==> config.mk <==
export PLATFORM = sky130hd
export DESIGN_NAME = dma_hs_ctrl
export DESIGN_NICKNAME = d
export VERILOG_FILES = /design/src/rtl/dma_hs_pkg.sv /design/src/rtl/dma_hs_req_path.sv /design/src/rtl/dma_hs_fifo_status.sv /design/src/rtl/dma_hs_fetch_gate.sv /design/src/rtl/dma_hs_ctrl.sv
export SDC_FILE = /design/constraint.sdc
export NUM_CORES = 1
export LEC_CHECK = 0
export ABC_AREA = 1
export ABC_CLOCK_PERIOD_IN_PS = 900
export BUFFER_PORTS_ARGS = -buffer_cell sky130_fd_sc_hd__buf_2
export CAP_MARGIN = 10
export CORE_AREA = 2 2 39 41
export CTS_CLUSTER_DIAMETER = 150
export DETAILED_ROUTE_END_ITERATION = 7
export DIE_AREA = 0 0 41 43
export PLACE_DENSITY = 0.36
export SLEW_MARGIN = 10
export SYNTH_ARGS = -nofsm -noshare
export SYNTH_HDL_FRONTEND = slang
export SYNTH_HIERARCHICAL = 1
export SYNTH_SLANG_ARGS = --single-unit
export TNS_END_PERCENT = 5
==> constraint.sdc <==
create_clock -name clk -period 0.9 [get_ports clk]
set_input_delay 0.09 -clock clk [delete_from_list [all_inputs] [get_ports clk]]
set_output_delay 0.09 -clock clk [all_outputs]
set_load 0.05 [all_outputs]
==> src/rtl/dma_hs_pkg.sv <==
package dma_hs_pkg;
  // direction indices for the per-side request path array
  localparam int unsigned SIDE_SRC = 0;
  localparam int unsigned SIDE_DST = 1;
  localparam int unsigned N_SIDES  = 2;

  // per-side handshake controls, all sampled at the rising edge
  typedef struct packed {
    logic hw_req;
    logic sw_pulse;
    logic sel_sw;
    logic is_mem;
    logic txn_start;
  } side_ctl_t;
endpackage

==> src/rtl/dma_hs_req_path.sv <==
module dma_hs_req_path
  import dma_hs_pkg::*;
(
  input  logic      clk,
  input  logic      rst_n,
  input  side_ctl_t ctl,
  output logic      req
);
  logic pend_q;

  // pulse accepted only in software mode; pulse beats start on the same edge
  always_ff @(posedge clk) begin
    if (!rst_n)                        pend_q <= 1'b0;
    else if (ctl.sel_sw && ctl.sw_pulse) pend_q <= 1'b1;
    else if (ctl.txn_start)            pend_q <= 1'b0;
  end

  always_comb begin
    if (ctl.is_mem)      req = 1'b1;
    else if (ctl.sel_sw) req = pend_q;
    else                 req = ctl.hw_req;
  end

  AST_SW_RISE_NEEDS_PULSE: assert property (@(posedge clk) disable iff (!rst_n)
    ($rose(req) && ctl.sel_sw && !ctl.is_mem && $past(ctl.sel_sw) && !$past(ctl.is_mem))
      |-> $past(ctl.sw_pulse)) else $error("sw request rose without pulse");
  AST_PULSE_HELD: assert property (@(posedge clk) disable iff (!rst_n)
    (ctl.sel_sw && ctl.sw_pulse) |=> (req || !ctl.sel_sw))
    else $error("pulse not latched");
  AST_MEM_ALWAYS_READY: assert property (@(posedge clk) disable iff (!rst_n)
    ctl.is_mem |-> req) else $error("memory side not ready");
endmodule

==> src/rtl/dma_hs_fifo_status.sv <==
module dma_hs_fifo_status #(
  parameter int unsigned DEPTH = 4,
  localparam int unsigned LVL_W = $clog2(DEPTH + 1)
) (
  input  logic             clk,
  input  logic             rst_n,
  input  logic [LVL_W-1:0] level,
  output logic             empty,
  output logic             full
);
  always_ff @(posedge clk) begin
    if (!rst_n) empty <= 1'b1;
    else        empty <= (level == '0);
  end

  assign full = (32'(level) >= DEPTH);

  AST_EMPTY_SET: assert property (@(posedge clk) disable iff (!rst_n)
    (level == '0) |=> empty) else $error("empty not set");
  AST_EMPTY_CLR: assert property (@(posedge clk) disable iff (!rst_n)
    (level != '0) |=> !empty) else $error("empty not cleared");
endmodule

==> src/rtl/dma_hs_fetch_gate.sv <==
module dma_hs_fetch_gate (
  input  logic src_req,
  input  logic suspend,
  input  logic fifo_full,
  output logic fetch_en
);
  assign fetch_en = src_req && !suspend && !fifo_full;
endmodule

==> src/rtl/dma_hs_ctrl.sv <==
module dma_hs_ctrl
  import dma_hs_pkg::*;
#(
  parameter int unsigned DEPTH = 4,
  localparam int unsigned LVL_W = $clog2(DEPTH + 1)
) (
  input  logic             clk,
  input  logic             rst_n,
  input  logic             src_hw_req,
  input  logic             dst_hw_req,
  input  logic             src_sw_pulse,
  input  logic             dst_sw_pulse,
  input  logic             src_sel_sw,
  input  logic             dst_sel_sw,
  input  logic             src_is_mem,
  input  logic             dst_is_mem,
  input  logic             src_txn_start,
  input  logic             dst_txn_start,
  input  logic             suspend,
  input  logic [LVL_W-1:0] fifo_level,
  output logic             src_req,
  output logic             dst_req,
  output logic             src_fetch_en,
  output logic             fifo_empty
);
  side_ctl_t        side_ctl [N_SIDES];
  logic [N_SIDES-1:0] side_req;
  logic             fifo_full;

  assign side_ctl[SIDE_SRC] = '{hw_req: src_hw_req, sw_pulse: src_sw_pulse,
                                sel_sw: src_sel_sw, is_mem: src_is_mem,
                                txn_start: src_txn_start};
  assign side_ctl[SIDE_DST] = '{hw_req: dst_hw_req, sw_pulse: dst_sw_pulse,
                                sel_sw: dst_sel_sw, is_mem: dst_is_mem,
                                txn_start: dst_txn_start};

  for (genvar s = 0; s < N_SIDES; s++) begin : g_side
    dma_hs_req_path u_path (
      .clk (clk),
      .rst_n (rst_n),
      .ctl (side_ctl[s]),
      .req (side_req[s])
    );
  end

  assign src_req = side_req[SIDE_SRC];
  assign dst_req = side_req[SIDE_DST];

  dma_hs_fifo_status #(.DEPTH(DEPTH)) u_status (
    .clk   (clk),
    .rst_n (rst_n),
    .level (fifo_level),
    .empty (fifo_empty),
    .full  (fifo_full)
  );

  dma_hs_fetch_gate u_gate (
    .src_req   (src_req),
    .suspend   (suspend),
    .fifo_full (fifo_full),
    .fetch_en  (src_fetch_en)
  );

  AST_NO_FETCH_SUSPENDED: assert property (@(posedge clk) disable iff (!rst_n)
    suspend |-> !src_fetch_en) else $error("fetch while suspended");
  AST_NO_FETCH_FULL: assert property (@(posedge clk) disable iff (!rst_n)
    (32'(fifo_level) >= DEPTH) |-> !src_fetch_en) else $error("fetch into full fifo");
  AST_LEVEL_IN_RANGE: assert property (@(posedge clk) disable iff (!rst_n)
    32'(fifo_level) <= DEPTH) else $error("level out of range");
  AST_DST_SUSPEND_BLIND: assert property (@(posedge clk) disable iff (!rst_n)
    (dst_is_mem || (!dst_sel_sw && dst_hw_req)) |-> dst_req) else $error("dst blocked");
endmodule

==> qor.yml <==
detailed_routing:
  wl_met3_microns: 46
  drtIter0Drc: 5
  m1WireLength_microns: 205
  wire_per_inst_microns: 7.34
  vias: 234
  wl_met2_microns: 241
  highest_layer: "met3"
  viasPerCell: 3.49
  drt_wl_total_microns: 492
  postRouteAntennaNets: 0
  drc_errors: 0
  dr.pass1.iters: 2
timing:
  final.setup.tns_ns: -0.423
  slew_violations: 0
  tightest_slew_ns: 0.257
  timing.fmax_mhz: 918
  finalCritPeriodShare: 1.21
  setup_viol: 3
  rsz0062_at_grt: "yes"
  fin_hold_ws_ns: 0.0612
  setup_slack_ns: -0.190
  hold_viol_final: 0
  clock_skew_ns: 0
  layout_min_cycle_time_ns: 1.09
  slew_headroom: 0.830
power:
  total_leakage_power_nw: 0.205
  ir_drop_v: 0.000671
  finalPower_uw: 532
  p_per_area_mw_per_mm2: 1470
critical_path:
  worst_r2r_startpoint: "g_side[0].u_path/pend_q$_SDFFE_PN0P_"
  max_stage_delay_ns: 0.33
  cp_common_cell: "nand2_4"
  critPathMaxFanout: 2
  slowest_stage: "dfxtp_2"
  cp-start-kind: "register"
  path_class: "reg2out"
  reg2regPathDepth: 2
  required_ns: 0.81
  regToRegEndpoint: "g_side[0].u_path/pend_q$_SDFFE_PN0P_"
  r2r_setup_slack_ns: 0.32
  cp_cell_sequence: "a21oi_4, nand2_4, nand2_4, nor2_4, buf_8"
  critPathCaptureType: "primary output"
  cp.arrival_ns: 1.00
placement:
  port_buffers: 19
  gp_congestion: 0.590
  postPlaceCellArea_sq_um: 304
  place_hpwl_microns: 386
  dp_slack_ns: -0.0271
  placed_cells: 63
min_path:
  hold_path_depth: 2
  whs_endpoint: "u_status/empty$_SDFF_PN1_"
  hold_path.class: "in2reg"
  worstHoldStart: "rst_n"
clock_network:
  worst_setup_hold_path_clk_slew_ns: 0.04
  cts_sinks: 3
  cts_setup_buffers: 0
  cts_buffers: 3
  holdBufCountCts: 0
  cts_tree: "built"
  clock_path_buffers: 2
  cts_max_level: 1
  clock_latency_ns: 0.23
  cts-root-buf: "clkbuf_4"
global_routing:
  grt_pass1_wl_microns: 759
  grt_usage: 0.0671
  antenna_found_initial: 0
  grt_pass1_vias: 206
  grt_remaining_overflow: 0
  grt_max_degree: 4
die:
  initial_core_util: 0.125
  die_w_microns: 41
  rows: 14
  die_h_microns: 43
  io_pins: 20
  core_sq_mm: 0.00138
  die_area_sq_mm: 0.00176
yosys:
  ys_ff_latch: 3
  synthesis.area_sq_um: 173
  avgSynthCellArea_sq_um: 5.95
  syn_inst: 29
  syn_nets: 45
  synth-seq-area-share: 0.348
  ys_warn_count: 6
  yosys.cell_types.count: 8
layout:
  fin_util: 0.262
  layout.cells.non_filler: 67
  drive_above_1_share: 0.588
  n_antenna_cell: 0
  area_delta_synth_final_pct: 110
  fin_area_sq_um: 363
  n_fill_cell: 161
  final_nets: 68
run_status:
  status: "finished with violations"
  violations: "negative setup slack"
job:
  maxCapViolCount: 0
==> critical path, delay by kind of cell, from the launching register on <==
kind | cells | cell delay [ns]
flops | 1 | 0.33
simple gates | 3 | 0.16
compound gates | 1 | 0.14
buf+inv | 1 | 0.14
==> registers in the layout (all words and copies together), names as in the netlist <==
signal,flops
g_side.u_path/pend_q,2
u_status/empty,1
==> cells by family (layout without fill, tap and decap cells) <==
logic type,count (synthesis),after routing,synth area share
buf+inv,9,31,0.196
flops,3,3,0.348
simple gates,13,13,0.297
compound gates,4,4,0.159
==> layer usage <==
layer / global-route usage / up-vias
met4: 0.0200 / 0
li1: - / 127
met3: 0.0628 / 0
met2: 0.0906 / 7
met5: 0 / -
met1: 0.0735 / 100
==> placed cells by master (no fill, tap or decap), drive strengths merged <==
cell type,synthesis,layout
a21oi,4,4
buf,0,19
clkbuf,1,4
dfxtp,3,3
inv,8,8
nand2,11,11
nor2,2,2
==> synth_stat cells (all sizes together) <==
master  count  share of area
a21oi       4           0.16
inv         8           0.17
clkbuf      1          0.022
nand2      11           0.24
dfxtp       3           0.35
nor2        2          0.058
==> power by group <==
part / internal (mW) / switching (mW) / leakage, nW
registers: 0.142 / 0.00469 / 0.0253
logic: 0.0600 / 0.0898 / 0.165
clock network: 0.166 / 0.0691 / 0.0150
==> how the worst max path moves through the flow <==
stage                                         start            to  slack, ns  cells past startpoint
2_1_floorplan  g_side[0].u_path/pend_q$_SDFFE_PN0P_  src_fetch_en      -0.09                      4
3_3_place_gp   g_side[0].u_path/pend_q$_SDFFE_PN0P_  src_fetch_en      -0.01                      5
3_5_place_dp   g_side[0].u_path/pend_q$_SDFFE_PN0P_  src_fetch_en      -0.03                      5
4_1_cts        g_side[0].u_path/pend_q$_SDFFE_PN0P_  src_fetch_en      -0.23                      5
5_1_grt        g_side[0].u_path/pend_q$_SDFFE_PN0P_  src_fetch_en      -0.23                      5
6_report       g_side[0].u_path/pend_q$_SDFFE_PN0P_  src_fetch_en      -0.19                      5
==> repair_timing <==
action                     4_1_cts  5_1_grt
setup endpoints to repair        3        3
pin swaps                        2        3
gates resized for setup          5        3
hold endpoints to repair         0        0
==> cell type report <==
class	count	area (sq um)	share of cell area
Clock buffer	4	26.3	0.0724
Inverter	8	30.0	0.0828
Sequential cell	3	61.3	0.169
Tap cell	16	20.0	0.0552
Multi-Input combinational cell	17	114	0.314
Timing Repair Buffer	19	111	0.307
No activity file was read; power rests on OpenSTA's default activity.
